$ cat src/rtl/dat_pkg.sv
package dat_pkg;
    localparam int VA_W        = 31;
    localparam int NARROW_W    = 24;
    localparam int OFF_W       = 12;
    localparam int PIDX_W      = 8;
    localparam int SIDX_W      = VA_W - PIDX_W - OFF_W;
    localparam int RA_W        = 31;
    localparam int FRAME_W     = RA_W - OFF_W;
    localparam int WORD_W      = 32;
    localparam int INV_BIT     = 31;
    localparam int ALLOC_BIT   = 30;
    localparam int ENTRY_SHIFT = 2;
    localparam int EXC_W       = 3;

    typedef enum logic [EXC_W-1:0] {
        EXC_NONE      = 3'd0,
        EXC_SEG_LEN   = 3'd1,
        EXC_SEG_INV   = 3'd2,
        EXC_NOT_ALLOC = 3'd3,
        EXC_PAGE      = 3'd4
    } exc_e;

    typedef enum logic [2:0] {
        S_IDLE,
        S_SEG_RQ,
        S_SEG_WT,
        S_PG_RQ,
        S_PG_WT,
        S_HOLD
    } walk_e;

    typedef struct packed {
        logic [SIDX_W-1:0] sidx;
        logic [PIDX_W-1:0] pidx;
        logic [OFF_W-1:0]  off;
    } va_t;

    typedef struct packed {
        exc_e             exc;
        logic [RA_W-1:0]  raddr;
        logic [VA_W-1:0]  fault_va;
    } result_t;

    // byte address of entry number idx in a table of 4-byte entries
    function automatic logic [RA_W-1:0] entry_addr(input logic [RA_W-1:0] base,
                                                   input logic [RA_W-1:0] idx);
        return base + (idx << ENTRY_SHIFT);
    endfunction
endpackage

$ cat src/rtl/dat_va_split.sv
module dat_va_split import dat_pkg::*; (
    input  logic            wide_mode,
    input  logic [VA_W-1:0] raw_va,
    output va_t             va
);
    logic [VA_W-1:0] ext;

    generate
        if (NARROW_W < VA_W) begin : g_narrow
            always_comb begin
                ext = raw_va;
                if (!wide_mode) ext[VA_W-1:NARROW_W] = '0;
            end
        end else begin : g_full
            logic unused_mode;
            assign unused_mode = wide_mode;
            assign ext = raw_va;
        end
    endgenerate

    assign va = va_t'(ext);
endmodule

$ cat src/rtl/dat_entry_decode.sv
module dat_entry_decode import dat_pkg::*; #(
    parameter bit IS_PAGE = 1'b0
) (
    input  logic [WORD_W-1:0]  word,
    output exc_e               exc,
    output logic [RA_W-1:0]    origin,
    output logic [FRAME_W-1:0] frame
);
    generate
        if (IS_PAGE) begin : g_page
            logic unused_rsvd;
            assign unused_rsvd = ^word[ALLOC_BIT-1:FRAME_W];
            assign origin = '0;
            assign frame  = word[FRAME_W-1:0];
            // allocation is judged before residency
            always_comb begin
                if (!word[ALLOC_BIT])    exc = EXC_NOT_ALLOC;
                else if (word[INV_BIT])  exc = EXC_PAGE;
                else                     exc = EXC_NONE;
            end
        end else begin : g_seg
            assign origin = word[RA_W-1:0];
            assign frame  = '0;
            assign exc    = word[INV_BIT] ? EXC_SEG_INV : EXC_NONE;
        end
    endgenerate
endmodule

$ cat src/rtl/dat_result_hold.sv
module dat_result_hold import dat_pkg::*; (
    input  logic    clk,
    input  logic    rst,
    input  logic    load,
    input  result_t load_res,
    input  logic    ack,
    output logic    valid,
    output result_t res
);
    always_ff @(posedge clk) begin
        if (rst) begin
            valid <= 1'b0;
            res   <= '0;
        end else if (load) begin
            valid <= 1'b1;
            res   <= load_res;
        end else if (ack && valid) begin
            valid <= 1'b0;
        end
    end

    // result stays put until acknowledged
    a_r8_held_until_ack: assert property (@(posedge clk) disable iff (rst)
        (valid && !ack) |=> (valid && $stable(res)));

    // acknowledge retires the result
    a_r8_ack_clears: assert property (@(posedge clk) disable iff (rst)
        (valid && ack && !load) |=> !valid);
endmodule

$ cat src/rtl/dat_walker.sv
module dat_walker import dat_pkg::*; (
    input  logic              clk,
    input  logic              rst,
    input  logic              xlate_en,
    input  logic              wide_mode,
    input  logic [RA_W-1:0]   sto_base,
    input  logic [SIDX_W-1:0] seg_limit,
    input  logic              req_valid,
    input  logic [VA_W-1:0]   req_vaddr,
    output logic              req_ready,
    output logic              mem_rd_en,
    output logic [RA_W-1:0]   mem_rd_addr,
    input  logic [WORD_W-1:0] mem_rd_data,
    input  logic              mem_rd_valid,
    output logic              rsp_valid,
    output logic [EXC_W-1:0]  rsp_exc,
    output logic [RA_W-1:0]   rsp_raddr,
    output logic [VA_W-1:0]   rsp_fault_va,
    input  logic              rsp_ack
);
    walk_e              state, state_n;
    va_t                va_in, va_q;
    logic [VA_W-1:0]    va_in_vec, va_q_vec;
    logic [RA_W-1:0]    sto_q, pto_q;
    logic               walk_ld, pto_ld, res_ld;
    result_t            res_in, res_q;
    exc_e               seg_exc, pg_exc;
    logic [RA_W-1:0]    seg_origin, unused_pg_origin;
    logic [FRAME_W-1:0] pg_frame, unused_seg_frame;

    dat_va_split u_split (
        .wide_mode (wide_mode),
        .raw_va    (req_vaddr),
        .va        (va_in)
    );

    dat_entry_decode #(.IS_PAGE(1'b0)) u_seg_dec (
        .word   (mem_rd_data),
        .exc    (seg_exc),
        .origin (seg_origin),
        .frame  (unused_seg_frame)
    );

    dat_entry_decode #(.IS_PAGE(1'b1)) u_pg_dec (
        .word   (mem_rd_data),
        .exc    (pg_exc),
        .origin (unused_pg_origin),
        .frame  (pg_frame)
    );

    assign va_in_vec = va_in;
    assign va_q_vec  = va_q;

    always_comb begin
        state_n          = state;
        walk_ld          = 1'b0;
        pto_ld           = 1'b0;
        res_ld           = 1'b0;
        res_in.exc       = EXC_NONE;
        res_in.raddr     = '0;
        res_in.fault_va  = '0;
        mem_rd_en        = 1'b0;
        mem_rd_addr      = '0;
        case (state)
            S_IDLE: begin
                if (req_valid) begin
                    if (!xlate_en) begin
                        res_ld       = 1'b1;
                        res_in.raddr = RA_W'(va_in_vec);
                        state_n      = S_HOLD;
                    end else if (va_in.sidx > seg_limit) begin
                        res_ld          = 1'b1;
                        res_in.exc      = EXC_SEG_LEN;
                        res_in.fault_va = va_in_vec;
                        state_n         = S_HOLD;
                    end else begin
                        walk_ld = 1'b1;
                        state_n = S_SEG_RQ;
                    end
                end
            end
            S_SEG_RQ: begin
                mem_rd_en   = 1'b1;
                mem_rd_addr = entry_addr(sto_q, RA_W'(va_q.sidx));
                state_n     = S_SEG_WT;
            end
            S_SEG_WT: begin
                if (mem_rd_valid) begin
                    if (seg_exc != EXC_NONE) begin
                        res_ld          = 1'b1;
                        res_in.exc      = seg_exc;
                        res_in.fault_va = va_q_vec;
                        state_n         = S_HOLD;
                    end else begin
                        pto_ld  = 1'b1;
                        state_n = S_PG_RQ;
                    end
                end
            end
            S_PG_RQ: begin
                mem_rd_en   = 1'b1;
                mem_rd_addr = entry_addr(pto_q, RA_W'(va_q.pidx));
                state_n     = S_PG_WT;
            end
            S_PG_WT: begin
                if (mem_rd_valid) begin
                    res_ld  = 1'b1;
                    state_n = S_HOLD;
                    if (pg_exc == EXC_NONE) begin
                        res_in.raddr = {pg_frame, va_q.off};
                    end else begin
                        res_in.exc      = pg_exc;
                        res_in.fault_va = va_q_vec;
                    end
                end
            end
            S_HOLD: begin
                if (rsp_ack) state_n = S_IDLE;
            end
            default: state_n = S_IDLE;
        endcase
    end

    always_ff @(posedge clk) begin
        if (rst) begin
            state <= S_IDLE;
            va_q  <= '0;
            sto_q <= '0;
            pto_q <= '0;
        end else begin
            state <= state_n;
            if (walk_ld) begin
                va_q  <= va_in;
                sto_q <= sto_base;
            end
            if (pto_ld) pto_q <= seg_origin;
        end
    end

    dat_result_hold u_hold (
        .clk      (clk),
        .rst      (rst),
        .load     (res_ld),
        .load_res (res_in),
        .ack      (rsp_ack),
        .valid    (rsp_valid),
        .res      (res_q)
    );

    assign req_ready    = (state == S_IDLE);
    assign rsp_exc      = res_q.exc;
    assign rsp_raddr    = res_q.raddr;
    assign rsp_fault_va = res_q.fault_va;

    // each table read is a one-cycle pulse
    a_r10_read_pulse: assert property (@(posedge clk) disable iff (rst)
        mem_rd_en |=> !mem_rd_en);

    // response valid exactly while the walker holds a result
    a_r8_valid_in_hold: assert property (@(posedge clk) disable iff (rst)
        rsp_valid |-> (state == S_HOLD));
    a_r8_hold_has_valid: assert property (@(posedge clk) disable iff (rst)
        (state == S_HOLD) |-> rsp_valid);

    // a length fault comes straight from idle, with no table read
    a_r3_len_no_fetch: assert property (@(posedge clk) disable iff (rst)
        ($rose(rsp_valid) && rsp_exc == EXC_SEG_LEN) |-> ($past(state) == S_IDLE));

    // segment invalid only after the segment entry returns
    a_r4_seg_inv_source: assert property (@(posedge clk) disable iff (rst)
        ($rose(rsp_valid) && rsp_exc == EXC_SEG_INV) |-> ($past(state) == S_SEG_WT));

    // page-level codes only after the page entry returns
    a_r5_page_codes_source: assert property (@(posedge clk) disable iff (rst)
        ($rose(rsp_valid) && (rsp_exc == EXC_NOT_ALLOC || rsp_exc == EXC_PAGE))
        |-> ($past(state) == S_PG_WT));

    // requests are only taken when idle and no result is pending
    a_r1_ready_excl: assert property (@(posedge clk) disable iff (rst)
        !(req_ready && rsp_valid));
endmodule

$ cat config.mk
export PLATFORM = sky130hd
export DESIGN_NAME = dat_walker
export DESIGN_NICKNAME = d
export VERILOG_FILES = /design/src/rtl/dat_pkg.sv /design/src/rtl/dat_va_split.sv /design/src/rtl/dat_entry_decode.sv /design/src/rtl/dat_result_hold.sv /design/src/rtl/dat_walker.sv
export SDC_FILE = /design/constraint.sdc
export NUM_CORES = 1
export LEC_CHECK = 0
export BUFFER_PORTS_ARGS = -buffer_cell sky130_fd_sc_hd__buf_2
export CORE_MARGIN = 10
export CORE_UTILIZATION = 51
export CTS_CLUSTER_SIZE = 16
export DETAILED_ROUTE_END_ITERATION = 8
export GPL_ROUTABILITY_DRIVEN = 0
export PLACE_DENSITY_LB_ADDON = 0.3
export SYNTH_ARGS = -nofsm -noshare
export SYNTH_HDL_FRONTEND = slang
export SYNTH_HIERARCHICAL = 1
export SYNTH_SLANG_ARGS = --single-unit
export TNS_END_PERCENT = 5
$ cat constraint.sdc
create_clock -name clk -period 3.33 [get_ports clk]
set_input_delay 0.666 -clock clk [delete_from_list [all_inputs] [get_ports clk]]
set_output_delay 0.666 -clock clk [all_outputs]
set_load 0.02 [all_outputs]
After elaboration in Yosys (flattened, before gate mapping)
Cells that the tools add are included.

Add/sub/neg operators: 2. Order comparisons: 1. Equal/unequal tests: 9. Multiplexer cells: 47. Reductions and logical operators: 7.

Operators by type and width (number): 2-to-1 mux 31 bit (7); case mux 31 bit (2 select lines) (2); case mux 31 bit (3 select lines) (1); 2-to-1 mux 65 bit (1); 2-to-1 mux 63 bit (1); 2-to-1 mux 3 bit (12); adder 31 x 10 -> 31 bit (1); adder 31 x 13 -> 31 bit (1); 2-to-1 mux 1 bit (18); case mux 3 bit (6 select lines) (1); > comparator 11 bit (1); case mux 3 bit (3 select lines) (1); inequality test 2 bit, second input constant (4); 2-to-1 mux 7 bit (1); == test 3 x 2 -> 1 bit, second input constant (2); == test 3 bit, second input constant (2); zero test 3 bit (2); AND reduction 4 bit (1); == test 3 x 1 -> 1 bit, second input constant (1); case mux 1 bit (3 select lines) (1); nonzero test 3 bit (1); 2-to-1 mux 2 bit (1); nonzero test 2 bit (1); OR reduction 2 bit (1); logical AND 1 bit (1).

Bits in registers: 162. Bits of input ports: 112. Output and inout bits: 99. Logic and storage cells: 76.

Depth between registers and ports, before layout
Gate-level depths: netlist (run 1).

Word-level depth: 7. Gate-level depth with buffers: 15. Mapped depth without buffers: 10.

Modules after synthesis
The synthesis (run 1) kept the hierarchy.

Modules (own cells, without submodules): dat_walker (times used 1, cells each 991, area each 7754.9 um2, sequential area each 1921.8 um2); dat_result_hold (times used 1, cells each 214, area each 2386.0 um2, sequential area each 1321.3 um2); dat_entry_decode at u_seg_dec (times used 1, cells each 54, area each 401.6 um2, sequential area each 0.0 um2); dat_entry_decode at u_pg_dec (times used 1, cells each 54, area each 396.6 um2, sequential area each 0.0 um2); dat_va_split (times used 1, cells each 31, area each 224.0 um2, sequential area each 0.0 um2).

Worst setup path after synthesis (run 1)
No wires, ideal clock.

Kind: input port to flip-flop. Start: input port req_vaddr[25]. End: register u_hold/res[31] in the netlist's numbering. Setup time: 0.128 ns. Arrival time: 3.097 ns. Required time: 3.202 ns. Slack: 0.105 ns. Cell stages on the path: 14. Buffers on the path: 4. Cells stage by stage: and2_1 ha_1 and3_1 a221oi_1 nor2_1 nor4_4 buf_2 o21a_1 o22ai_1 buf_6 buf_12 buf_12 mux2i_1 nor2_1.

Longest elaborated chain between the ends: 6.

RTL lines: from (decl) (line dat_walker.sv:9) `input logic [VA_W-1:0] req_vaddr,`; 2-to-1 mux 7 bit (line dat_va_split.sv:12) `if (!wide_mode) ext[VA_W-1:NARROW_W] = '0;`; > comparator 11 bit (line dat_walker.sv:71) `end else if (va_in.sidx > seg_limit) begin`; 2-to-1 mux 1 bit (line dat_walker.sv:71); 2-to-1 mux 1 bit (line dat_walker.sv:67) `if (!xlate_en) begin`; 2-to-1 mux 1 bit (line dat_walker.sv:66) `if (req_valid) begin`; case mux 1 bit (3 select lines) (line dat_walker.sv:64) `case (state)`; named net res_ld (line dat_walker.sv:25) `logic walk_ld, pto_ld, res_ld;`; to (signal assigned) (line dat_result_hold.sv:16) `res <= load_res;`; to (decl) (line dat_result_hold.sv:8) `output result_t res`.

The timed path passes the listed nets, and every way through them passes these cells. A chain may end at the register's enable or synchronous reset.

Worst setup path in the final report (run 1)
Start: register va_q[20] in the netlist's numbering. End: output port mem_rd_addr[28].

Longest elaborated chain between the ends: 2.

RTL lines: from (decl) (line dat_walker.sv:22) `va_t va_in, va_q;`; from (signal assigned) (line dat_walker.sv:133) `va_q <= va_in;`; adder 31 x 13 -> 31 bit (line dat_pkg.sv:47) `return base + (idx << ENTRY_SHIFT);`; case mux 31 bit (2 select lines) (line dat_walker.sv:64); to (decl) (line dat_walker.sv:12) `output logic [RA_W-1:0] mem_rd_addr,`.

No other way between the ends.

==> impl_summary.log, run 1 <==
[metrics] status: complete, but fails checks
[metrics] violated checks: negative setup slack
[metrics] unrepaired setup endpoints after global routing: true
[metrics] total track usage: 23.74%
[metrics] remaining routing DRC violations: 0
[metrics] CTS tree: yes
[metrics] H-Tree Depth: 4
[metrics] final critical-path required period: 3.565 ns
[metrics] root buf cell: clkbuf_16
[metrics] classification of the worst-slack hold path: flop to flop
[metrics] type of the worst setup path: flop to output port
[metrics] IO Pins: 211
[metrics] net switching fraction of the power: 34.82%
[metrics] Final HPWL DP: 23520 um
[metrics] slew at the pin closest to its max-slew limit: 0.7542 ns
[metrics] number of antenna violations at the first check in global routing: 3
[metrics] power density normalized to cell area: 458.9 mW/mm^2
[metrics] Worst Setup Start Kind: flop
[metrics] Layout Area Growth over Synthesis: 15.96%
[metrics] share of power burned in the clock network: 34.6%
[metrics] critical path data required time: 2.66 ns
[metrics] number of warnings reported in the yosys synthesis log: 6
[metrics] number of global-route vias before repair: 9531
[metrics] fmax: 0.2805 GHz
[metrics] syn_area_per_cell: 8.340 sq um
[metrics] initial core utilization: 51.63%
[metrics] maximum clock path buffer count: 2
[metrics] final std cell area, no fill: 0.01251 sq mm
[metrics] Layout Skew: 0.009550 ns
[metrics] relative contribution of sequential cells to total power: 38.5%
[metrics] Overflow after GRT: 0
[metrics] final wirelength: 33890 um
[metrics] first-pass GRT wire length: 52190 um
[metrics] Lkg Pwr: 0.005033 uW
[metrics] cell total after placement: 1638
[metrics] horizontal extent of the die: 165.4 um
[metrics] number of buffers created by CTS: 17
[metrics] Non-Filler Instances: 1681
[metrics] vertical die dimension: 165.4 um
[metrics] number of optimization iterations in the first detailed-route pass: 5
[metrics] number of buffers inserted by hold repair at cts: 0
[metrics] maximum number of pins on one net before global-route repair: 141
[metrics] Final Setup Violations: 11
[metrics] port bufs: 210
[metrics] maximum fanout count along the critical path: 4
[metrics] cell count after synthesis: 1293
[metrics] max-capacitance violation count: 0
[metrics] residual antenna-violating net count after detailed routing: 0
[metrics] number of rows created at floorplan: 53
[metrics] detailed-route wire length per cell: 20.16 um
[metrics] cell internal power dissipation: 3741 uW
[metrics] VDD IR-drop max: 274.9 uV
[metrics] setup slack at placement: 0.05021 ns
[metrics] fraction of final layout cells with drive strength greater than 1: 28.80%
[metrics] DR vias: 10240
[metrics] worst setup slack after layout: -0.2349 ns
[metrics] via density per instance: 6.089
[metrics] P_sw: 1999 uW
[metrics] Skew-Pair Late Insertion Delay: 0.45 ns
[metrics] Core Region: 0.02089 sq mm
[metrics] total power consumption of the routed design: 5739 uW
[metrics] Final Hold Violating Endpoints: 0
[metrics] Die Footprint: 0.02736 sq mm
[metrics] final worst-path cycle share: 107.1%
[metrics] Placed Instance Area: 0.01157 sq mm
[metrics] CP Capture Type: output port
[metrics] clock input transition at the sequential cells of the worst setup and hold paths: 0.07 ns
[metrics] arrival time worst endpoint: 2.90 ns
[metrics] netlist area before placement: 0.01078 sq mm
[metrics] relative slew slack: 49.60%
[metrics] Logic pwr share: 26.9%
[metrics] Post-layout nets: 1534
[metrics] number of sinks driven by the clock tree: 162
[metrics] drt first-iter violations: 1083
[metrics] Final Max Slew Viols: 0
## per-layer routing
layer	vias to the layer above	track usage [%]	share of wire, %
met5	-	0	0.053
met4	2	9.577	2.9
met3	66	5.206	8.3
met2	434	35.48	45
met1	4882	32.50	43
li1	4852	-	-
## area by class of cell
class	instances	area, sq um
fillers	1841	8383
multi-input cells	923	6641
flip-flops and latches	162	3259
repair buffers	262	1592
clock buffers	17	425.4
well taps	275	344.1
clock inverters	15	146.4
inverters	24	90.09
diodes	3	7.507
## worst max-delay path, cell delays in order, from the launching register on
cell	delay [ns]
dfxtp_4	0.37
ha_4	0.17
fa_2	0.42
a21oi_4	0.20
o22ai_2	0.11
a311oi_2	0.34
buf_4	0.22
nor3b_1	0.07
xnor2_1	0.21
o22ai_1	0.14
buf_4	0.21
## cell usage in the layout (no fill, tap or decap), drive strengths merged, types with 5 or more instances in the layout
cell / n
o21ai: 14
inv: 31
nor2b: 6
xor2: 21
clkbuf: 17
a22oi: 5
nor3b: 68
and4: 5
dfxtp: 162
nor2: 95
a22o: 62
a21o: 6
nand2: 150
clkinv: 5
or4b: 61
a21oi: 50
and2: 10
o21bai: 6
nor3: 11
nand3: 76
ha: 30
buf: 262
xnor2: 29
a211oi: 13
and3: 5
a32oi: 62
o22ai: 22
nand4: 10
mux2i: 72
## power by group through the flow
stage	Combinational (uW)	Clock, uW	Sequential, uW
2_1_floorplan	1160	0	2210
3_3_place_gp	1470	0	2230
3_5_place_dp	1490	0	2240
4_1_cts	1510	1980	2200
5_1_grt	1660	2070	2220
6_report	1550	1980	2210
## flip-flops by register name, summed over array words and instances (netlist names)
register and flops:
u_hold/res 65, state 3, pto_q 31, sto_q 31, va_q 31, u_hold/valid 1
## stage by stage
step	hold WS (ns)	setup TNS (ns)	utilization, %
2_1_floorplan	0.4360	0	-
3_3_place_gp	0.4431	0	55.39
3_5_place_dp	0.4502	0	55.39
4_1_cts	0.4534	-1.236	59.05
5_1_grt	0.4660	-2.947	59.84
6_report	0.4551	-1.555	59.87
## timing repair
| item | CTS | global route |
|---|---|---|
| cloned | 1 | 0 |
| pin swaps | 11 | 15 |
| setup endpoints to repair | 23 | 23 |
| setup buffers | 4 | 3 |
| gates resized for setup | 39 | 40 |
## final timing paths
check,startpoint,to,slack [ns],cells past startpoint
max,va_q[20],mem_rd_addr[28],-0.23,10
min reg2reg,pto_q[1],pto_q[1],0.46,2
min,pto_q[1],pto_q[1],0.46,2
max reg2reg,state[1],u_hold/res[41],0.51,8
No activity file was read; power rests on OpenSTA's default activity.
==> inputs of run 2 (changes only) <==
- CORE_ASPECT_RATIO: default -> 1.25
- CORE_UTILIZATION: 51 -> 40
- GPL_ROUTABILITY_DRIVEN: 0 -> default
==> run 2 against run 1 <==
Net effect:
- worst setup slack better by 0.17 ns
- largest power group unchanged
- critical path depth stayed put
- the run still ends with negative setup slack left
- clock skew is 0.0018 ns lower
- wire length is 2.8% higher
==> impl_summary.log, run 2 (synthesized netlist as in run 1, its figures left out) <==
[metrics] status: complete, but fails checks
[metrics] violated checks: negative setup slack
[metrics] number of global-route vias before repair: 9774 (+2.5%)
[metrics] Placed Instance Area: 0.01174 sq mm (+1.5%)
[metrics] largest register by flop count: u_hold/res
[metrics] relative slew slack: 48.39% (-1.2 points)
[metrics] CTS tree: yes
[metrics] flip-flop count of the largest register after layout: 65 (unchanged)
[metrics] Lkg Pwr: 0.005067 uW (+0.69%)
[metrics] most common cell after layout, fill and taps aside: buf_2
[metrics] Final HPWL DP: 25310 um (+7.6%)
[metrics] residual antenna-violating net count after detailed routing: 0 (unchanged)
[metrics] classification of the worst-slack hold path: primary input to flop
[metrics] CP Capture Type: output port
[metrics] number of sinks driven by the clock tree: 162 (unchanged)
[metrics] number of buffers created by CTS: 17 (unchanged)
[metrics] Layout Area Growth over Synthesis: 17.33%
[metrics] number of fill cells in the layout: 2586 (+40%)
[metrics] flop2flop setup slack: 0.73 ns (+0.22 ns)
[metrics] Overflow after GRT: 0 (unchanged)
[metrics] maximum fanout count along the critical path: 5 (+1)
[metrics] DR vias: 10130 (-1.0%)
[metrics] power density normalized to cell area: 456.1 mW/mm^2 (-0.61%)
[metrics] Register Area: 0.003259 sq mm (unchanged)
[metrics] type of the worst setup path: flop to output port
[metrics] VDD IR-drop max: 274.5 uV (-0.17%)
[metrics] drt first-iter violations: 859 (-21%)
[metrics] Worst Setup Start Kind: flop
[metrics] Final Hold Violating Endpoints: 0 (unchanged)
[metrics] final wirelength: 34850 um (+2.8%)
[metrics] port bufs: 210 (unchanged)
[metrics] number of optimization iterations in the first detailed-route pass: 5 (unchanged)
[metrics] arrival time worst endpoint: 2.73 ns (-0.17 ns)
[metrics] combined area of the multi-input logic cells: 0.006600 sq mm (-0.62%)
[metrics] Layout Skew: 0.007701 ns (-0.001850 ns)
[metrics] horizontal extent of the die: 166.9 um (+0.87%)
[metrics] core occupancy in the finished layout: 47.32% (-13 points)
[metrics] total track usage: 19.58% (-4.2 points)
[metrics] worst setup slack after layout: -0.06167 ns (+0.1732 ns)
[metrics] highest-count cells in the layout ignoring fill and taps: buf_2, dfxtp_1, nand2_1
[metrics] Setup TNS: -0.3716 ns (+1.183 ns)
[metrics] IO Pins: 211 (unchanged)
[metrics] initial core utilization: 40.33% (-11 points)
[metrics] clock input transition at the sequential cells of the worst setup and hold paths: 0.07 ns (about the same)
[metrics] H-Tree Depth: 4 (unchanged)
[metrics] first-pass GRT wire length: 54630 um (+4.7%)
[metrics] via density per instance: 5.761 (-5.4%)
[metrics] final critical-path required period: 3.392 ns (-0.1732 ns)
[metrics] remaining routing DRC violations: 0 (unchanged)
[metrics] final weighted congestion in routability-driven placement: 0.8847
[metrics] Post-layout nets: 1542 (+0.52%)
[metrics] Die Footprint: 0.03397 sq mm (+24%)
[metrics] max-capacitance violation count: 0 (unchanged)
[metrics] number of buffers inserted by hold repair at cts: 0 (unchanged)
[metrics] slew at the pin closest to its max-slew limit: 0.7742 ns (+0.01992 ns)
[metrics] unrepaired setup endpoints after global routing: true
[metrics] Core Region: 0.02674 sq mm (+28%)
[metrics] setup slack at placement: -0.04689 ns (-0.09711 ns)
[metrics] critical path data required time: 2.66 ns (about the same)
[metrics] vertical die dimension: 203.6 um (+23%)
[metrics] number of antenna violations at the first check in global routing: 4 (+1)
[metrics] number of rows created at floorplan: 67 (+26%)
[metrics] fraction of final layout cells with drive strength greater than 1: 28.84% (+0.049 points)
[metrics] maximum clock path buffer count: 2 (unchanged)
[metrics] Skew-Pair Late Insertion Delay: 0.44 ns (about the same)
[metrics] fmax: 0.2948 GHz (+5.1%)
[metrics] Final Max Slew Viols: 0 (unchanged)
[metrics] final worst-path cycle share: 101.9% (-5.2 points)
[metrics] final std cell area, no fill: 0.01265 sq mm (+1.2%)
[metrics] minimum hold slack: 0.4559 ns (+0.0007330 ns)
[metrics] detailed-route wire length per cell: 19.81 um (-1.7%)
[metrics] Final Setup Violations: 13 (+2)
[metrics] root buf cell: clkbuf_16
[metrics] maximum number of pins on one net before global-route repair: 103 (-27%)
[run 2: changes by cell type in the layout (fill, tap and decap cells not counted), sizes merged]
cell and delta:
clkinv +1, buf +8, inv -1
[run 2: metal layers]
layer	global-route usage, %	vias up	wire length, um
met5	0	-	12
met4	6.281	2	853
met3	4.333	39	2003
met2	32.59	291	17040
met1	24.59	4938	14940
li1	-	4864	-
[run 2: cell type report]
cell class	count	area share, %
multi-input cells	923	52.16
flip-flops and latches	162	25.76
repair buffers	270	13.20
well taps	345	3.411
clock buffers	17	3.362
clock inverters	15	1.335
inverters	24	0.7120
diodes	3	0.05933
[run 2: what timing repair did]
action / 4_1_cts / 5_1_grt
buffers inserted: 6 / 1
pin swaps: 17 / 5
gates cloned: 1 / 0
gates resized for setup: 54 / 13
endpoints found under the setup margin: 23 / 22
[run 2: power by group]
group	internal, uW	switching [uW]	leakage [uW]	total (uW)
clock network	1070	950	0.000286	2020
logic	634	916	0.00347	1550
registers	2060	146	0.00132	2210
total	3760	2010	0.00507	5770
[run 2: critical path, stage by stage (launching register included)]
cell and delay [ns]:
dfxtp_4 0.36, ha_4 0.16, fa_2 0.39, a21oi_4 0.15, o22ai_2 0.12, a311oi_2 0.34, buf_4 0.21, nor3b_1 0.06
xnor2_1 0.14, o22ai_1 0.16, buf_4 0.18
[run 2: final timing paths]
path	from	endpoint	cells after the start
max	sto_q[2]	mem_rd_addr[28]	10
min	mem_rd_data[22]	pto_q[22]	3
max reg2reg	state[2]	va_q[7]	6
min reg2reg	pto_q[1]	pto_q[1]	2
[run 2: stage by stage]
stage | cells | power, uW
after floorplan | 1294 | 3371
after global routing | 1758 | 6012
final | 1759 | 5772
after CTS | 1755 | 5778
after detailed placement | 1716 | 3749
after global placement | 1716 | 3725
==> inputs of run 3 (changes only) <==
- ABC_AREA: default -> 1
==> run 3 against run 2 <==
Net effect:
- first-iteration DRC count decreased by 25%
- cell count increased by 8.8%
- critical path depth increased by 1
- the run now ends clean
- highest routed layer unchanged
- combinational power increased by 94%
==> impl_summary.log, run 3 <==
[metrics] status: completed
[metrics] critical path data required time: 2.66 ns (about the same)
[metrics] classification of the worst-slack hold path: flop to flop
[metrics] drt first-iter violations: 645 (-25%)
[metrics] H-Tree Depth: 4 (unchanged)
[metrics] Register Area: 0.003243 sq mm (-0.50%)
[metrics] final worst-path cycle share: 97.60% (-4.2 points)
[metrics] number of warnings reported in the yosys synthesis log: 6 (unchanged)
[metrics] maximum number of pins on one net before global-route repair: 66 (-36%)
[metrics] number of antenna violations at the first check in global routing: 3 (-1)
[metrics] cell type of the slowest stage on the worst timing path: fa_1
[metrics] number of fill cells in the layout: 2573 (-0.50%)
[metrics] Post-layout nets: 1713 (+11%)
[metrics] combined area of the multi-input logic cells: 0.005273 sq mm (-20%)
[metrics] number of optimization iterations in the first detailed-route pass: 6 (+1)
[metrics] horizontal extent of the die: 161.7 um (-3.1%)
[metrics] first-pass GRT wire length: 51900 um (-5.0%)
[metrics] Critical R2R Launch: state[1]
[metrics] arrival time worst endpoint: 2.58 ns (-0.15 ns)
[metrics] Final Setup Violations: 0 (-13)
[metrics] remaining routing DRC violations: 0 (unchanged)
[metrics] IO Pins: 211 (unchanged)
[metrics] Final HPWL DP: 26080 um (+3.0%)
[metrics] logic depth of the worst register-to-register path: 12 (+6)
[metrics] Crit. Startpoint: va_q[12]
[metrics] CP Capture Type: output port
[metrics] type of the worst setup path: flop to output port
[metrics] relative contribution of sequential cells to total power: 35.2% (-3.0 points)
[metrics] worst setup path endpoint: mem_rd_addr[8]
[metrics] number of buffers created by CTS: 17 (unchanged)
[metrics] number of rows created at floorplan: 64 (-4.5%)
[metrics] largest register by flop count: u_hold/res
[metrics] slew at the pin closest to its max-slew limit: 0.9318 ns (+0.1577 ns)
[metrics] VDD IR-drop max: 426.6 uV (+55%)
[metrics] flop2flop setup slack: 1.17 ns (+0.44 ns)
[metrics] netlist area before placement: 0.01004 sq mm (-6.9%)
[metrics] relative slew slack: 37.79% (-11 points)
[metrics] cell count after synthesis: 1467 (+13%)
[metrics] most common cell after layout, fill and taps aside: nand2_1
[metrics] flip-flop count of the largest register after layout: 65 (unchanged)
[metrics] Core Region: 0.02458 sq mm (-8.1%)
[metrics] Lkg Pwr: 0.005286 uW (+4.3%)
[metrics] number of global-route vias before repair: 9533 (-2.5%)
[metrics] DR vias: 9842 (-2.9%)
[metrics] minimum hold slack: 0.4662 ns (+0.01031 ns)
[metrics] power density normalized to cell area: 672.3 mW/mm^2 (+47%)
[metrics] final critical-path required period: 3.250 ns (-0.1415 ns)
[metrics] number of sinks driven by the clock tree: 162 (unchanged)
[metrics] total track usage: 20.44% (+0.86 points)
[metrics] detailed-route wire length per cell: 17.58 um (-11%)
[metrics] cell internal power dissipation: 4349 uW (+16%)
[metrics] root buf cell: clkbuf_16
[metrics] port bufs: 210 (unchanged)
[metrics] Overflow after GRT: 0 (unchanged)
[metrics] Layout Skew: 0.01451 ns (+0.006807 ns)
[metrics] syn_area_per_cell: 6.847 sq um (-18%)
[metrics] CTS tree: yes
[metrics] max-capacitance violation count: 0 (unchanged)
[metrics] via density per instance: 5.145 (-11%)
[metrics] fmax: 0.3077 GHz (+4.4%)
[metrics] residual antenna-violating net count after detailed routing: 0 (unchanged)
[metrics] maximum clock path buffer count: 2 (unchanged)
[metrics] Skew-Pair Late Insertion Delay: 0.44 ns (about the same)
[metrics] fraction of final layout cells with drive strength greater than 1: 22.12% (-6.7 points)
[metrics] total power consumption of the routed design: 7663 uW (+33%)
[metrics] capture point of the worst reg-to-reg path: u_hold/res[16]
[metrics] Final Hold Violating Endpoints: 0 (unchanged)
[metrics] Layout Area Growth over Synthesis: 13.47%
[metrics] initial core utilization: 40.86% (+0.53 points)
[metrics] Die Footprint: 0.03189 sq mm (-6.1%)
[metrics] slowest stage delay, CP: 0.39 ns (about the same)
[metrics] P_sw: 3313 uW (+65%)
[metrics] final wirelength: 33630 um (-3.5%)
[metrics] clock input transition at the sequential cells of the worst setup and hold paths: 0.07 ns (about the same)
[metrics] list of cells traversed by the critical path: ha_1 -> fa_1 -> nand2_1 -> nand2_1 -> o21ai_2 -> o21ai_2 -> buf_4 -> or2_2 -> nand3_1 -> o21ai_0 -> buf_2
[metrics] Final Max Slew Viols: 0 (unchanged)
[metrics] share of power burned in the clock network: 25.6% (-9.3 points)
[metrics] maximum fanout count along the critical path: 3 (-2)
[metrics] Logic pwr share: 39.1% (+12 points)
[metrics] vertical die dimension: 197.2 um (-3.1%)
[metrics] unrepaired setup endpoints after global routing: true
[metrics] final weighted congestion in routability-driven placement: 0.9100 (+2.9%)
[metrics] highest-count cells in the layout ignoring fill and taps: nand2_1, nor2_1, buf_2
[metrics] net switching fraction of the power: 43.24% (+8.4 points)
[metrics] Worst Setup Start Kind: flop
==> run 3: cell types whose count changed in the layout (fill, tap and decap cells not counted), sizes merged, moves of 33 or more <==
cell / change
a22o: -58
nand2: +109
buf: -40
or4b: -61
mux2i: -72
o21ai: +116
a21oi: +33
nor2: +134
inv: +145
a211oi: +40
nor3b: -68
a32oi: -62
==> run 3: stage by stage <==
step / cells / setup slack [ns] / instance area, sq um / TNS (ns) / utilization [%]
3_5_place_dp: 1879 / 0.3049 / 10740 / 0 / 43.67
5_1_grt: 1912 / -0.05303 / 11390 / -0.1155 / 46.35
4_1_cts: 1912 / 0.0001259 / 11340 / 0 / 46.12
6_report: 1913 / 0.07981 / 11400 / 0 / 46.36
2_1_floorplan: 1468 / 0.4945 / 10050 / 0 / -
3_3_place_gp: 1879 / 0.3471 / 10740 / 0 / 43.67
==> run 3: worst min-delay path by stage <==
stage | startpoint | endpoint | cells after the start | slack [ns]
after CTS | sto_base[14] | sto_q[14] | 3 | 0.47
after global routing | sto_base[14] | sto_q[14] | 3 | 0.47
after floorplan | pto_q[0] | pto_q[0] | 2 | 0.44
final | pto_q[1] | pto_q[1] | 2 | 0.47
after detailed placement | pto_q[2] | pto_q[2] | 2 | 0.46
after global placement | pto_q[0] | pto_q[0] | 2 | 0.45
==> run 3: metal layers <==
metal	global-route usage (%)	wire (um)	part of all wire (%)
met4	6.716	844	2.5
met1	23.67	13750	41
met5	0	46	0.14
met2	35.86	16730	50
met3	5.317	2264	6.7
==> run 3: what timing repair did <==
item	CTS	global route
hold buffers	0	0
endpoints found under the hold margin	0	0
buffers inserted	1	0
pin swaps	1	0
setup endpoints to repair	5	21
resized for setup	4	22
==> run 3: worst max-delay path: cells and delay by family, from the launching register on <==
| kind | cells | cell delay [ns] |
|---|---|---|
| and+or+nand+nor | 4 | 0.51 |
| buffers and inverters | 2 | 0.35 |
| DFF | 1 | 0.32 |
| AOI/OAI and AO/OA | 3 | 0.37 |
| adders and majority gates | 2 | 0.61 |
==> run 3: layout make-up <==
| cell class | count | area share, % |
|---|---|---|
| multi-input cells | 988 | 46.26 |
| flip-flops and latches | 162 | 28.46 |
| repair buffers | 230 | 10.82 |
| inverters | 170 | 5.621 |
| clock buffers | 17 | 3.733 |
| well taps | 330 | 3.623 |
| clock inverters | 15 | 1.460 |
| diodes | 1 | 0.02196 |
==> run 3: power groups by stage <==
stage | clock network [uW] | registers (uW) | logic (uW)
2_1_floorplan | 0 | 3050 | 1780
3_3_place_gp | 0 | 2730 | 2970
5_1_grt | 2090 | 2760 | 3320
4_1_cts | 2000 | 2700 | 3020
6_report | 1970 | 2700 | 3000
3_5_place_dp | 0 | 2730 | 3010
